[src/rtl/mult_array.sv]
module mult_array #(
  parameter int W        = 4,
  parameter bit SIGN_MAG = 1'b0
) (
  input  logic             mode_signed,
  input  logic [W-1:0]     mcand,
  input  logic [W-1:0]     mplier,
  output logic [2*W-1:0]   product
);
  localparam int PW = 2 * W;

  logic neg_a, neg_b, flip;
  logic [W-1:0] mc, mp;
  logic ext, sub_top;

  assign neg_a = mode_signed & mcand[W-1];
  assign neg_b = mode_signed & mplier[W-1];

  generate
    if (SIGN_MAG) begin : g_sm
      assign mc      = neg_a ? (~mcand + 1'b1) : mcand;
      assign mp      = neg_b ? (~mplier + 1'b1) : mplier;
      assign ext     = 1'b0;
      assign sub_top = 1'b0;
      assign flip    = neg_a ^ neg_b;
    end else begin : g_direct
      assign mc      = mcand;
      assign mp      = mplier;
      assign ext     = mode_signed;
      assign sub_top = neg_b;
      assign flip    = 1'b0;
    end
  endgenerate

  logic [PW-1:0] mc_wide;
  assign mc_wide = {{W{ext & mc[W-1]}}, mc};

  wire [W:0][PW-1:0]   acc;
  wire [W-1:0][PW:0]   cy;
  wire [W-1:0][PW-1:0] row;

  assign acc[0] = '0;

  genvar i, j;
  generate
    for (i = 0; i < W; i++) begin : g_row
      logic [PW-1:0] gated;
      logic          inv;
      assign gated  = ({PW{mp[i]}} & mc_wide) << i;
      assign inv    = (i == W - 1) ? sub_top : 1'b0;
      assign row[i] = inv ? ~gated : gated;
      assign cy[i][0] = inv;
      for (j = 0; j < PW; j++) begin : g_cell
        assign acc[i+1][j] = acc[i][j] ^ row[i][j] ^ cy[i][j];
        assign cy[i][j+1]  = (acc[i][j] & row[i][j]) |
                             (acc[i][j] & cy[i][j])  |
                             (row[i][j] & cy[i][j]);
      end
    end
  endgenerate

  assign product = flip ? (~acc[W] + 1'b1) : acc[W];

  logic signed [PW-1:0] sa, sb;
  logic [PW-1:0] ref_u, ref_s;
  assign sa    = PW'($signed(mcand));
  assign sb    = PW'($signed(mplier));
  assign ref_s = PW'(sa * sb);
  assign ref_u = PW'(mcand) * PW'(mplier);

  always_comb begin
    if (!mode_signed)
      assert_unsigned_product_R1: assert (product == ref_u);
    if (mode_signed)
      assert_signed_product_R3: assert (product == ref_s);
    if (mcand == '0 || mplier == '0)
      assert_zero_operand_R6: assert (product == '0);
    if (mode_signed && mplier == '1)
      assert_neg_one_R8: assert (product == PW'(-sa));
  end
endmodule

[config.mk]
export PLATFORM = sky130hd
export DESIGN_NAME = mult_array
export DESIGN_NICKNAME = d
export VERILOG_FILES = /design/src/rtl/mult_array.sv
export SDC_FILE = /design/constraint.sdc
export NUM_CORES = 1
export LEC_CHECK = 0
export ABC_AREA = 1
export BUFFER_PORTS_ARGS = -buffer_cell sky130_fd_sc_hd__buf_4
export CAP_MARGIN = 5
export CORE_AREA = 2 2 39 41
export DETAILED_ROUTE_END_ITERATION = 12
export DIE_AREA = 0 0 41 43
export GPL_TIMING_DRIVEN = 0
export PLACE_DENSITY = 0.7
export SLEW_MARGIN = 20
export SYNTH_ARGS = -nofsm -noshare
export SYNTH_HDL_FRONTEND = slang
export SYNTH_SLANG_ARGS = --single-unit
[constraint.sdc]
create_clock -name vclk -period 10.7
set_input_delay 0.535 -clock vclk [all_inputs]
set_output_delay 0.535 -clock vclk [all_outputs]
set_load 0.05 [all_outputs]
Yosys cells after proc, flatten, opt, wreduce, memory -nomap -nowiden --
Cells that the tools add are included.
Cells by class: $mul 0, $lt $le $gt $ge 0, add/subtract/negate cells 0, bitwise logic cells 129, multiplexer cells 1, divide/modulo/power cells 0, reduce and logical (&&, ||, !) cells 0, shift-type cells 0, eq/ne operators 0
Operators with widths (count):
- $and 1x1->1 | 52
- $xor 1x1->1 | 40
- $or 1x1->1 | 32
- $and 8x8->8 | 1
- $mux 8 | 1
- $not 8->8 | 1
- $and 7x7->7 | 1
- $and 6x6->6 | 1
- $and 5x5->5 | 1
Word-level totals: bits in writable memories 0, output and inout port bits 8, word-level logic and storage cells 130, bits in read-only memories 0, latch bits 0, register bits 0, input bits 9, memories kept 0

Depth between registers and ports, before layout --
Gate-level depths: netlist of the first run.
depth after elaboration 26, mapped depth 21, gate-level depth less buffers 21

Least setup slack after synthesis of the first run --
Ideal clock, no wire load.
path kind input port to output port, from in mplier[0], to out product[7], stages 16, slack 5.599 ns, arrival 4.566 ns, data required time 10.165 ns, buffers on the path 0, cell sequence nand2_1 inv_1 ha_1 fa_1 inv_1 fa_1 fa_1 fa_1 fa_1 fa_1 fa_1 inv_1 nand2_1 nand2_2 nor2_1 nor2_1
Between the ends: cells in the longest elaborated chain, start to end 23, elaborated cells on any way between the ends 108, those cells by class bitwise: 108
RTL lines:
- start, declared | RTL line 7 | input logic [W-1:0] mplier,
- $and 8x8->8 (*) | RTL line 49 | assign gated = ({PW{mp[i]}} & mc_wide) << i;
- $and 1x1->1, on equally long branches | RTL line 55, 56
- $or 1x1->1 | RTL line 55 | assign cy[i][j+1] = (acc[i][j] & row[i][j]) |
- $or 1x1->1 | RTL line 56 | (acc[i][j] & cy[i][j]) |
- $and 1x1->1 | RTL line 56
- $or 1x1->1 | RTL line 55
- $or 1x1->1 | RTL line 56
- $and 1x1->1 | RTL line 56
- [... 7 more ...]
- $or 1x1->1 | RTL line 56
- $and 1x1->1 | RTL line 56
- $or 1x1->1 | RTL line 55
- $or 1x1->1 | RTL line 56
- $and 1x1->1 | RTL line 56
- $or 1x1->1 | RTL line 55
- $or 1x1->1 | RTL line 56
- $xor 1x1->1 (*) | RTL line 54 | assign acc[i+1][j] = acc[i][j] ^ row[i][j] ^ cy[i][j];
- end, declared | RTL line 8 | output logic [2*W-1:0] product
Every way passes the cells marked *; elsewhere a longest branch is shown, timed or not.

Worst setup path in the final report of the first run --
from in mcand[1], to out product[7]
Between the ends: cells in the longest elaborated chain, start to end 22, elaborated cells on any way between the ends 99, those cells by class mux: 1; bitwise: 98
RTL lines:
- start, declared | RTL line 6 | input logic [W-1:0] mcand,
- $and 8x8->8 | RTL line 49
- $and 1x1->1 | RTL line 55
- $and 1x1->1 | RTL line 56
- $or 1x1->1 | RTL line 55
- $or 1x1->1 | RTL line 56
- $and 1x1->1 | RTL line 56
- $or 1x1->1 | RTL line 55
- $or 1x1->1 | RTL line 56
- [... 3 more ...]
- $and 1x1->1 | RTL line 56
- $or 1x1->1 | RTL line 55
- $or 1x1->1 | RTL line 56
- $and 1x1->1 | RTL line 56
- $or 1x1->1 | RTL line 55
- $or 1x1->1 | RTL line 56
- $xor 1x1->1 (4 in a row) | RTL line 54
- $xor 1x1->1 (*) | RTL line 54
Marks and branches as above.

==> impl_metrics.py, run 1 <==
metrics = {
    "power_and_ir_drop": {
        "vdd_drop_max_uv": 70.0,
        "p_per_area_mw_per_mm2": 116,
        "leakagePower_nw": 0.474,
    },
    "routing": {
        "ant_nets": 0,
        "vias": 529,
        "wirelength_um": 938,
        "viasPerCell": 4.30,
        "wl_per_cell_um": 7.63,
        "initialDrtViolationCount": 6,
        "drc": 0,
        "firstDrtPassIters": 4,
    },
    "min_path": {
        "hp-start": "mplier[0]",
        "hold_end": "product[0]",
        "hold_depth": 4,
        "hold_class": "input pin to output pin",
    },
    "worst_setup_path": {
        "cp.arrival_ns": 4.45,
        "crit_type": "input pin to output pin",
        "crit_chain": "buf_4 -> nand2_1 -> inv_1 -> ha_1 -> fa_1 -> inv_1 -> fa_1 -> fa_1 -> fa_1 -> fa_1 -> fa_1 -> fa_1 -> inv_1 -> nand2_1 -> nand2_2 -> inv_1 -> nor2_1 -> nor2_1 -> buf_4",
        "cp_num_buf_inv": 6,
        "crit_family": "adder cells",
        "startpoint_type": "input pin",
        "cp_slowest_cell": "fa_1",
        "crit_required_ns": 10.17,
        "crit_top_cell": "fa_1",
        "crit_cells": 19,
        "endpoint_kind": "output pin",
        "worstPathMaxFanout": 4,
        "cpPeakStageDelay_ns": 0.52,
    },
    "synth": {
        "synth_cells": 91,
        "synth_compound_area_frac": 0,
        "ys_seq_area_frac": 0,
        "synth-adder-area-share": 0.449,
        "synth_xor_area_frac": 0.0445,
        "synthMuxAreaShare": 0,
        "synthSimpleGateAreaFrac": 0.294,
        "syn_avg_cell_area_um2": 6.49,
        "syn_area_um2": 591,
        "ys_types": 12,
        "ys_warn_count": 0,
        "synth_top_family_by_area": "adder cells",
        "syn_nets": 114,
    },
    "sta": {
        "finalSetupViolCount": 0,
        "fin_crit_ns": 4.99,
        "period_share": 0.466,
        "relSlewSlack": 0.815,
        "clock.fmax_mhz": 200,
        "fin_tns_setup_ns": 0,
        "grt_setup_unrepaired": "false",
        "whs_ns": 1.44,
        "hold_viol": 0,
        "tightest_slew_ns": 0.277,
        "slew_violations": 0,
    },
    "floorplan": {
        "die_h_um": 43,
        "ios": 17,
        "dieArea_mm2": 0.00176,
        "fp.dieW_um": 41,
        "core_area_mm2": 0.00138,
        "row_count": 14,
        "initial_core_util": 0.427,
    },
    "final_layout": {
        "layout_commonest_cell": "nand2_1",
        "flops_and_latches": 0,
        "drive_gt1_frac": 0.196,
        "areaGrowthSynthToFinish_pct": 23.7,
        "post-route-util": 0.528,
        "clkbuf_count": 0,
        "antenna_cells_inserted": 0,
        "layout_common_cells": "29 x nand2_1, 28 x inv_1, 17 x buf_4",
        "ff_latch_area_um2": 0,
        "final_nets": 132,
    },
    "grt": {
        "antenna_found_initial": 0,
        "grt_use_total": 0.127,
        "grt_max_degree": 9,
        "grt_pass1_wl_mm": 1.68,
        "gr-total-overflow": 0,
        "grt_pass1_vias": 451,
    },
    "placed_design": {
        "place_congestion": 0.782,
        "portBuffers": 16,
        "dp_hpwl_um": 895,
    },
    "status": {
        "status": "finished, final reports clean",
    },
    "flow_run": {
        "max_cap_violations": 0,
    },
    "cts": {
        "postCtsSetupBuffers": 0,
        "post_cts_resized": 0,
        "hold_buffers": 0,
    },
}
[synthesized netlist by cell type (all sizes together)]
master	number	area, um2
nand2	31	121
inv	28	105
nor2	6	22.5
nand3	5	30.0
fa	12	240
clkbuf	2	7.51
xor2	3	26.3
ha	2	25.0
clkinv	1	5.00
buf	1	7.51
[worst max-delay path by stage]
stage                       endpoint      start  slack (ns)
after floorplan           product[7]  mplier[0]        5.60
after global placement    product[7]  mplier[0]        5.74
after detailed placement  product[7]   mcand[1]        5.68
after CTS                 product[7]   mcand[1]        5.68
after global routing      product[7]   mcand[1]        5.48
final                     product[7]   mcand[1]        5.71
[routing by layer]
metal	routed length, um	up-vias	GRT usage
met5	0	-	0
met4	0	0	0
met3	12	0	0
met2	545	4	0.244
met1	379	243	0.157
li1	-	282	-
[power by group]
part	leakage (nW)	switching [mW]	total, mW	internal (mW)
Combinational	0.474	0.0577	0.0850	0.0274
Sequential	0	0	0	0
Clock	0	0	0	0
Total	0.474	0.0577	0.0850	0.0274
[cell families (layout without fill, tap and decap cells)]
logic type	after synthesis	in the layout
buffers and inverters	32	48
AND/OR/NAND/NOR	42	42
adder cells (fa/ha/maj)	14	14
XOR/XNOR	3	3
[stage by stage]
stage | power (mW) | cell area (um2) | instances | setup WS [ns]
after floorplan | 0.0624 | 591 | 91 | 5.60
after global placement | 0.0847 | 731 | 123 | 5.74
after detailed placement | 0.0862 | 731 | 123 | 5.68
after CTS | 0.0863 | 731 | 123 | 5.68
after global routing | 0.0952 | 731 | 123 | 5.48
final | 0.0850 | 731 | 123 | 5.71
[final cells by class]
| cell class | count | area, um2 |
|---|---|---|
| Timing Repair Buffer | 16 | 120 |
| Fill cell | 139 | 653 |
| Inverter | 29 | 110 |
| Tap cell | 16 | 20.0 |
| Buffer | 3 | 15.0 |
| Multi-Input combinational cell | 59 | 465 |
Power figures use the tool's default switching activity.
==> run 2: changes to the inputs <==
- ABC_AREA: 1 -> 0
- PLACE_DENSITY: 0.7 -> 0.66
- clock period: 10.7 -> 4.3 ns (I/O delays scaled with it)
==> run 2 against run 1 <==
The run now ends with setup timing left. First-iteration DRC count is 67% lower. Sequential share of layout area stayed put. Worst hold slack worse by 0.63 ns. Synthesized cell count is 36% lower. Combinational power grew to 2.8 times the previous value. Cell area is 5.0% higher. Wire length is 3.9% lower. Synthesized area is 12% lower. Via count is 22% lower. Cell count is 25% lower. Power grew to 2.8 times the previous value. Critical endpoint unchanged.
==> impl_metrics.py, run 2 <==
metrics = {
    "synth": {
        "syn_area_um2": 517,
        "ys_types": 13,
        "syn_nets": 81,
        "synth_cells": 58,
        "ys_top_cells_by_count": "13 x inv_1, 12 x fa_1, 8 x nand2_1",
        "synthTopCellsByArea": "fa_1 46%, inv_1 9.4%, and2_1 8.5%, xor2_1 6.8%, nand2_1 5.8%",
        "synth_most_common_cell": "inv_1",
        "ys_warn_count": 0,
        "synth_top_cell_by_area": "fa_1",
        "ys_seq_area_frac": 0,
        "syn_avg_cell_area_um2": 8.91,
        "yosysTopAreaCellShare": 0.465,
    },
    "routing": {
        "firstDrtPassIters": 2,
        "viasPerCell": 4.51,
        "drc": 0,
        "wl_per_cell_um": 9.79,
        "ant_nets": 0,
        "wirelength_um": 901,
        "vias": 415,
        "initialDrtViolationCount": 2,
    },
    "floorplan": {
        "initial_core_util": 0.373,
        "row_count": 14,
        "die_h_um": 43,
        "dieArea_mm2": 0.00176,
        "core_area_mm2": 0.00138,
        "fp.dieW_um": 41,
        "ios": 17,
    },
    "sta": {
        "fin_crit_ns": 4.31,
        "whs_ns": 0.812,
        "grt_setup_unrepaired": "true",
        "slew_violations": 0,
        "relSlewSlack": 0.748,
        "tightest_slew_ns": 0.377,
        "period_share": 1.00,
        "finalSetupViolCount": 1,
        "hold_viol": 0,
        "fin_tns_setup_ns": -0.0135,
        "worst_slack_ns": -0.0135,
        "clock.fmax_mhz": 232,
    },
    "worst_setup_path": {
        "endpoint_kind": "output pin",
        "cp.arrival_ns": 4.10,
        "crit_required_ns": 4.09,
        "startpoint_type": "input pin",
        "crit_type": "input pin to output pin",
        "worstPathMaxFanout": 2,
    },
    "final_layout": {
        "multi_input_area_um2": 518,
        "ff_latch_area_um2": 0,
        "final_nets": 101,
        "antenna_cells_inserted": 0,
        "layout_commonest_cell": "buf_4",
        "clkbuf_count": 0,
        "areaGrowthSynthToFinish_pct": 48.4,
        "layout_common_cells": "13 x buf_4, 12 x inv_1, 8 x nand2_1",
        "drive_gt1_frac": 0.500,
        "nFillCells": 128,
        "flops_and_latches": 0,
    },
    "grt": {
        "grt_pass1_wl_mm": 1.46,
        "grt_use_total": 0.113,
        "grt_max_degree": 9,
        "grt_pass1_vias": 360,
        "gr-total-overflow": 0,
        "antenna_found_initial": 0,
    },
    "cts": {
        "hold_buffers": 0,
    },
    "status": {
        "violations": "setup timing",
        "status": "finished with violations",
    },
    "power_and_ir_drop": {
        "vdd_drop_max_uv": 112,
        "leakagePower_nw": 0.372,
        "finalPower_uw": 239,
        "p_per_area_mw_per_mm2": 312,
    },
    "flow_run": {
        "max_cap_violations": 0,
    },
    "placed_design": {
        "dp_hpwl_um": 802,
        "place_congestion": 0.739,
        "portBuffers": 16,
    },
    "min_path": {
        "hold_class": "input pin to output pin",
    },
}
-- run 2: final timing paths --
path	startpoint	end	cells past startpoint
setup / recovery	mplier[1]	product[7]	15
hold / removal	mplier[0]	product[0]	3
-- run 2: critical path, stage by stage --
cell	delay, ns
buf_8	0.09
and2_4	0.15
ha_4	0.15
fa_2	0.35
inv_2	0.06
fa_1	0.43
fa_1	0.51
fa_2	0.38
fa_2	0.34
fa_2	0.35
fa_2	0.37
xnor2_2	0.16
xnor2_2	0.23
xnor2_4	0.14
buf_6	0.17
-- run 2: logic make-up (layout without fill, tap and decap cells) --
family          count (synthesis)  after routing  synth area share
simple gates                   20             20             0.223
buf+inv                        16             34             0.131
fa+ha+maj                      14             14             0.513
xor+xnor                        7              7             0.119
compound gates                  1              1            0.0145
-- run 2: repair_timing --
action | 4_1_cts | 5_1_grt
pin swaps | 13 | 0
setup endpoints to repair | 1 | 1
gates resized for setup | 13 | 0
setup buffers | 2 | 0
hold endpoints to repair | 0 | 0
-- run 2: per-layer routing --
layer,global-route usage,part of all wire,wire (um),vias to the layer above
met1,0.164,0.43,386,207
met4,0,0,0,0
li1,-,-,-,202
met3,0,0.026,23,0
met5,0,0,0,-
met2,0.194,0.55,492,6
-- run 2: report_power, final --
group          internal, mW  total [mW]  switching (mW)  leakage (nW)
registers                 0           0               0             0
logic                0.0898       0.239           0.150         0.372
clock network             0           0               0             0
total                0.0898       0.239           0.150         0.372
-- run 2: layout make-up --
| cell class | count | area share |
|---|---|---|
| inverter | 13 | 0.0636 |
| buffer | 3 | 0.0245 |
| timing repair buffer | 18 | 0.210 |
| multi-input combinational | 42 | 0.675 |
| tap | 16 | 0.0261 |
-- run 2: through the flow --
step | instance area [um2] | utilization | setup WS (ns) | instances
3_5_place_dp | 706 | 0.510 | -0.293 | 90
5_1_grt | 767 | 0.554 | -0.122 | 92
4_1_cts | 767 | 0.554 | -0.0445 | 92
3_3_place_gp | 706 | 0.510 | -0.248 | 90
2_1_floorplan | 566 | - | 0.0232 | 58
6_report | 767 | 0.554 | -0.0135 | 92
